`config.mk`:
```
export PLATFORM = sky130hd
export DESIGN_NAME = cmdlink_loader
export DESIGN_NICKNAME = d
export VERILOG_FILES = /design/src/rtl/cldl_pkg.sv /design/src/rtl/cldl_hdr_decode.sv /design/src/rtl/cldl_pick.sv /design/src/rtl/cldl_link.sv /design/src/rtl/cmdlink_loader.sv
export SDC_FILE = /design/constraint.sdc
export NUM_CORES = 1
export LEC_CHECK = 0
export ABC_CLOCK_PERIOD_IN_PS = 4150
export CORE_ASPECT_RATIO = 0.9
export CORE_MARGIN = 4
export CORE_UTILIZATION = 30
export CTS_CLUSTER_DIAMETER = 40
export DETAILED_ROUTE_END_ITERATION = 12
export DONT_BUFFER_PORTS = 1
export PLACE_DENSITY_LB_ADDON = 0.15
export SLEW_MARGIN = 30
export SYNTH_ARGS = -nofsm -noshare
export SYNTH_HDL_FRONTEND = slang
export SYNTH_SLANG_ARGS = --single-unit
```
`constraint.sdc`:
```
create_clock -name clk -period 4.15 [get_ports clk]
set_input_delay 0.2075 -clock clk [delete_from_list [all_inputs] [get_ports clk]]
set_output_delay 0.2075 -clock clk [all_outputs]
set_load 0.01 [all_outputs]
```
`src/rtl/cldl_pkg.sv`:
```
package cldl_pkg;
  localparam int HDR_W = 32;
  localparam int IDX_W = $clog2(HDR_W);
  // header positions that each pull one payload word
  localparam logic [HDR_W-1:0] WORD_BITS = 32'hE018_5FFC;
  localparam int CLR_POS     = 0;
  localparam int LINK_LO_POS = 30;
  localparam int LINK_HI_POS = 31;

  typedef enum logic [2:0] {
    ST_IDLE,
    ST_HREQ,
    ST_HWAIT,
    ST_WREQ,
    ST_WWAIT,
    ST_LINK
  } ld_state_e;
endpackage

```
`src/rtl/cldl_hdr_decode.sv`:
```
module cldl_hdr_decode
  import cldl_pkg::*;
(
  input  logic [HDR_W-1:0] hdr,
  output logic [HDR_W-1:0] word_bits,
  output logic             clr
);
  for (genvar i = 0; i < HDR_W; i++) begin : g_bit
    if (WORD_BITS[i]) begin : g_word
      assign word_bits[i] = hdr[i];
    end else begin : g_none
      assign word_bits[i] = 1'b0;
    end
  end
  assign clr = hdr[CLR_POS];
endmodule

```
`src/rtl/cldl_pick.sv`:
```
module cldl_pick #(
  parameter int W  = 32,
  parameter int IW = $clog2(W)
) (
  input  logic [W-1:0]  pend,
  output logic [W-1:0]  hot,
  output logic [IW-1:0] idx
);
  logic [W:0] lower;
  assign lower[0] = 1'b0;
  for (genvar i = 0; i < W; i++) begin : g_chain
    assign lower[i+1] = lower[i] | pend[i];
    assign hot[i]     = pend[i] & ~lower[i];
  end

  always_comb begin
    idx = '0;
    for (int i = 0; i < W; i++) begin
      if (hot[i]) idx = idx | IW'(i);
    end
  end
endmodule

```
`src/rtl/cldl_link.sv`:
```
module cldl_link
  import cldl_pkg::*;
#(
  parameter int ADDR_W = 32
) (
  input  logic              clk,
  input  logic              rst,
  input  logic              clr,
  input  logic              cap,
  input  logic [IDX_W-1:0]  cap_idx,
  input  logic [HDR_W-1:0]  cap_data,
  output logic              link_en,
  output logic [ADDR_W-1:0] next_addr
);
  logic [HDR_W-1:0] lo_q;

  always_ff @(posedge clk) begin
    if (rst || clr) lo_q <= '0;
    else if (cap && cap_idx == IDX_W'(LINK_LO_POS)) lo_q <= cap_data;
  end
  assign link_en = lo_q[0];

  if (ADDR_W > HDR_W) begin : g_wide
    localparam int HI_W = ADDR_W - HDR_W;
    logic [HI_W-1:0] hi_q;
    always_ff @(posedge clk) begin
      if (rst || clr) hi_q <= '0;
      else if (cap && cap_idx == IDX_W'(LINK_HI_POS)) hi_q <= cap_data[HI_W-1:0];
    end
    assign next_addr = {hi_q, lo_q[HDR_W-1:1], 1'b0};
  end else begin : g_narrow
    assign next_addr = {lo_q[HDR_W-1:1], 1'b0};
  end
endmodule

```
`src/rtl/cmdlink_loader.sv`:
```
module cmdlink_loader
  import cldl_pkg::*;
#(
  parameter int ADDR_W = 32
) (
  input  logic              clk,
  input  logic              rst,
  input  logic              start,
  input  logic [ADDR_W-1:0] start_addr,
  output logic              busy,
  output logic              rd_req_valid,
  input  logic              rd_req_ready,
  output logic [ADDR_W-1:0] rd_req_addr,
  input  logic              rd_rsp_valid,
  input  logic [HDR_W-1:0]  rd_rsp_data,
  input  logic              rd_rsp_err,
  output logic              reg_wr_en,
  output logic [IDX_W-1:0]  reg_wr_idx,
  output logic [HDR_W-1:0]  reg_wr_data,
  output logic              reg_clear,
  output logic              done,
  output logic              err
);
  localparam int STEP = HDR_W / 8;

  ld_state_e         st;
  logic [ADDR_W-1:0] cur_addr, addr_inc, link_next;
  logic [HDR_W-1:0]  pend, pend_after, hdr_words, pick_hot;
  logic [IDX_W-1:0]  pick_idx;
  logic              hdr_clr, link_en, hdr_take, word_take;

  assign addr_inc   = cur_addr + ADDR_W'(STEP);
  assign pend_after = pend & ~pick_hot;
  assign hdr_take   = (st == ST_HWAIT) && rd_rsp_valid && !rd_rsp_err;
  assign word_take  = (st == ST_WWAIT) && rd_rsp_valid && !rd_rsp_err;
  assign busy       = (st != ST_IDLE);

  cldl_hdr_decode u_dec (
    .hdr       (rd_rsp_data),
    .word_bits (hdr_words),
    .clr       (hdr_clr)
  );

  cldl_pick #(.W(HDR_W), .IW(IDX_W)) u_pick (
    .pend (pend),
    .hot  (pick_hot),
    .idx  (pick_idx)
  );

  cldl_link #(.ADDR_W(ADDR_W)) u_link (
    .clk       (clk),
    .rst       (rst),
    .clr       (hdr_take),
    .cap       (word_take),
    .cap_idx   (pick_idx),
    .cap_data  (rd_rsp_data),
    .link_en   (link_en),
    .next_addr (link_next)
  );

  always_ff @(posedge clk) begin
    if (rst) begin
      st           <= ST_IDLE;
      cur_addr     <= '0;
      pend         <= '0;
      rd_req_valid <= 1'b0;
      rd_req_addr  <= '0;
      reg_wr_en    <= 1'b0;
      reg_wr_idx   <= '0;
      reg_wr_data  <= '0;
      reg_clear    <= 1'b0;
      done         <= 1'b0;
      err          <= 1'b0;
    end else begin
      reg_wr_en <= 1'b0;
      reg_clear <= 1'b0;
      done      <= 1'b0;
      err       <= 1'b0;
      unique case (st)
        ST_IDLE: begin
          if (start) begin
            cur_addr     <= start_addr;
            rd_req_addr  <= start_addr;
            rd_req_valid <= 1'b1;
            st           <= ST_HREQ;
          end
        end
        ST_HREQ: begin
          if (rd_req_ready) begin
            rd_req_valid <= 1'b0;
            st           <= ST_HWAIT;
          end
        end
        ST_WREQ: begin
          if (rd_req_ready) begin
            rd_req_valid <= 1'b0;
            st           <= ST_WWAIT;
          end
        end
        ST_HWAIT: begin
          if (rd_rsp_valid) begin
            if (rd_rsp_err) begin
              err <= 1'b1;
              st  <= ST_IDLE;
            end else begin
              reg_clear <= hdr_clr;
              pend      <= hdr_words;
              cur_addr  <= addr_inc;
              if (|hdr_words) begin
                rd_req_addr  <= addr_inc;
                rd_req_valid <= 1'b1;
                st           <= ST_WREQ;
              end else begin
                st <= ST_LINK;
              end
            end
          end
        end
        ST_WWAIT: begin
          if (rd_rsp_valid) begin
            if (rd_rsp_err) begin
              err <= 1'b1;
              st  <= ST_IDLE;
            end else begin
              reg_wr_en   <= 1'b1;
              reg_wr_idx  <= pick_idx;
              reg_wr_data <= rd_rsp_data;
              pend        <= pend_after;
              cur_addr    <= addr_inc;
              if (|pend_after) begin
                rd_req_addr  <= addr_inc;
                rd_req_valid <= 1'b1;
                st           <= ST_WREQ;
              end else begin
                st <= ST_LINK;
              end
            end
          end
        end
        ST_LINK: begin
          if (link_en) begin
            cur_addr     <= link_next;
            rd_req_addr  <= link_next;
            rd_req_valid <= 1'b1;
            st           <= ST_HREQ;
          end else begin
            done <= 1'b1;
            st   <= ST_IDLE;
          end
        end
        default: st <= ST_IDLE;
      endcase
    end
  end
endmodule

```
==> flow_metrics.tcl <==
set metrics [dict create \
    cp.depth 8 \
    worstHoldStart "rst" \
    tightest_slew_ns 0.8612 \
    slew_headroom 0.4178 \
    synth_fa_ha_area_frac 0.004925 \
    grt_antenna_before_repair 2 \
    cp_data_required_time_ns 4.47 \
    worst-path-buf-inv 1 \
    avgSynthCellArea_sq_um 8.088 \
    synthArstFlopShare 0 \
    die_h_um 169.0 \
    muxShareOfSynthArea 0.09719 \
    fmax_mhz 277.2 \
    drt_iter0_markers 531 \
    syn_area_sq_mm 0.008638 \
    synth_flop_cell "dfxtp_1" \
    yosysWarningCount 0 \
    synth_top_family_by_area "simple AND/OR/NAND/NOR gates" \
    drive_gt1_frac 0.07771 \
    area_growth_pct 14.90 \
    cts_inserted_buffers 17 \
    drc 0 \
    grt_pass1_vias 7470 \
    hold_viol_final 0 \
    start_kind "flop" \
    rows 58 \
    ys_seq_area_frac 0.3963 \
    synth_seq_cells 171 \
    routedWlPerCell_um 20.79 \
    endpoint "rd_req_addr[31]" \
    startpoint "pend[4]" \
    cap_violations 0 \
    power.density_mw_per_mm2 460.7 \
    synth_edf_count 0 \
    crit_slowest_cell "or4_1" \
    clock-sinks 171 \
    outcome "completed" \
    synth-compound-area-share 0.1782 \
    fin_setup_tns_ns 0 \
    grt_max_degree 96 \
    grt_pass1_wl_mm 46.20 \
    vias 7682 \
    post_cts_buffers 0 \
    clk_path_buf_depth 2 \
    track_usage 0.1871 \
    regToRegSetupSlack_ns 0.54 \
    firstDrtPassIters 5 \
    critPathCaptureType "flop" \
    peakVddDrop_mv 0.3148 \
    clk-insertion-delay-late_ns 0.44 \
    path_cells "or4_1 > nor4_1 > a31oi_1 > a2111oi_2 > nand4bb_1 > o211ai_4 > buf_12 > mux2_2" \
    core_area_sq_mm 0.02816 \
    die_area_sq_mm 0.03158 \
    r2r-end "rd_req_addr[31]" \
    ctsRootBufferMaster "clkbuf_16" \
    synth_top_area_share 0.3963 \
    rsz0062_at_grt "false" \
    io_buffers 0 \
    crit_family "simple AND/OR/NAND/NOR gates" \
    path_max_fanout 32 \
    crit_type "flop to flop" \
    dp_hpwl_mm 19.83 \
    worst_r2r_path_depth 8 \
    yosysUniqueCellTypes 77 \
    ant_nets 0 \
    fp.dieW_um 186.9 \
    fin_skew_ns 0.01276 \
    clkTransAtPathRegs_ns 0.07 \
    arrival_ns 3.93 \
    dp_slack_ns 0.6182 \
    viasPerCell 5.327 \
    synth_xor_area_frac 0.02129 \
    syn_inst 1068 \
    synthSimpleGateAreaFrac 0.2514 \
    htreeDepth 4 \
    synthTopCellsByArea "dfxtp_1 (40%), nand2_1 (8.7%), mux2i_1 (7.8%)" \
    syn_nets 1139 \
    boundaryPins 145 \
    maxSlewViolCount 0 \
    power_leakage_nw 3.632 \
    wl_mm 29.98 \
    max_stage_delay_ns 0.82 \
    grt.overflow.total 0 \
    yosysTopAreaCell "dfxtp_1" \
    period_needed_ns 3.608 \
    start_util 0.3068 \
    fin_nets 1139 \
    worst_slack_ns 0.5424 \
    place_congestion 0.8675 \
    setup_viol 0 \
    cts_tree "yes" \
    rr_startpoint "pend[4]" \
    finalCritPeriodShare 0.8693 \
    hold_class "input pin to flop" \
]
==> cells in the final DEF, fill, tap and decap left out, drive strengths merged, types with 7 or more instances in the layout <==
cell	n
o21ai	50
mux2i	67
nand2	200
a22o	8
a21oi	82
dlygate4sd3	37
mux2	15
a211oi	22
or4	7
nor3b	7
nor4	17
nor2b	19
xnor2	12
nor3	26
dfxtp	171
nor2	112
a22oi	27
buf	22
nand3	19
nand4	7
and3	10
clkbuf	22
a221oi	9
inv	14
xor2	9
==> state kept, by name, indices dropped and copies added (netlist names) <==
signal,cells
cur_addr,32
rd_req_addr,32
reg_wr_data,32
u_link.lo_q,32
pend,30
reg_wr_idx,5
st,3
done,1
err,1
rd_req_valid,1
reg_clear,1
reg_wr_en,1
==> stage by stage <==
stage	power, mW	hold slack, ns	instances	util	area [sq um]
3_3_place_gp	2.903	0.2907	1370	0.3163	8906
3_5_place_dp	2.904	0.2920	1370	0.3164	8909
2_1_floorplan	2.679	0.3137	1068	-	8638
4_1_cts	4.611	0.001340	1440	0.3514	9896
5_1_grt	4.808	0.01712	1441	0.3524	9923
6_report	4.573	0.03450	1442	0.3525	9926
==> how the worst min path moves through the flow <==
stage / to / slack, ns / depth (start not counted)
floorplan: pend[10] / 0.31 / 2
finish: u_link.lo_q[31] / 0.03 / 3
CTS: rd_req_addr[7] / 0.001 / 2
global placement: reg_wr_data[18] / 0.29 / 1
detailed placement: reg_wr_data[18] / 0.29 / 1
global route: u_link.lo_q[31] / 0.02 / 3
==> cell usage after synthesis (7+ instances only) <==
cell type  count
nand2_1      200
dfxtp_1      171
nor2_1       111
a21oi_1       82
mux2i_1       67
clkbuf_1      58
o21ai_0       50
a22oi_1       27
nor3_1        25
a211oi_1      22
nand3_1       19
nor2b_1       19
nor4_1        13
inv_1         12
xnor2_1       12
mux2_1        10
a221oi_1       9
and3_1         9
xor2_1         9
a22o_1         8
buf_6          7
nand4_1        7
nor3b_1        7
==> routing by layer <==
metal  global-route usage  vias up  wire length, um
li1                     -     3778                -
met4              0.03986        4              329
met2               0.2657      224            12210
met3              0.06907       21             2495
met1               0.2706     3655            14920
met5                    0        -               33
==> worst min-delay path, stage by stage <==
cell and delay (ns):
a21oi_4 0.07, nand2_1 0.07, mux2i_1 0.05
==> power breakdown <==
group / internal (mW) / total, mW / switching [mW]
clock: 0.935 / 1.63 / 0.696
sequential: 1.79 / 1.99 / 0.192
combinational: 0.395 / 0.956 / 0.561
==> cells by family (layout without fill, tap and decap cells) <==
logic type,Yosys count,after routing
other,0,1
buffers and inverters,91,104
and+or+nand+nor,459,459
DFF,171,171
adders and majority gates,4,4
xor gates and xnor gates,21,21
muxes,82,82
AOI/OAI and AO/OA,240,240
==> final cells by class <==
cell class | count | area, sq um
Clock buffer | 22 | 474.2
Fill cell | 2993 | 18230
Timing Repair Buffer | 59 | 600.6
Multi-Input combinational cell | 806 | 4811
Sequential cell | 171 | 3423
Tap cell | 360 | 450.4
Antenna cell | 1 | 2.502
Inverter | 13 | 48.80
Clock inverter | 10 | 115.1
==> timing repair <==
action / CTS / global route
hold buffers: 38 / 0
setup endpoints to repair: 0 / 0
gates resized for setup: 0 / 0
hold endpoints to repair: 135 / 0
Note: power is estimated with default switching activity, not from simulation.
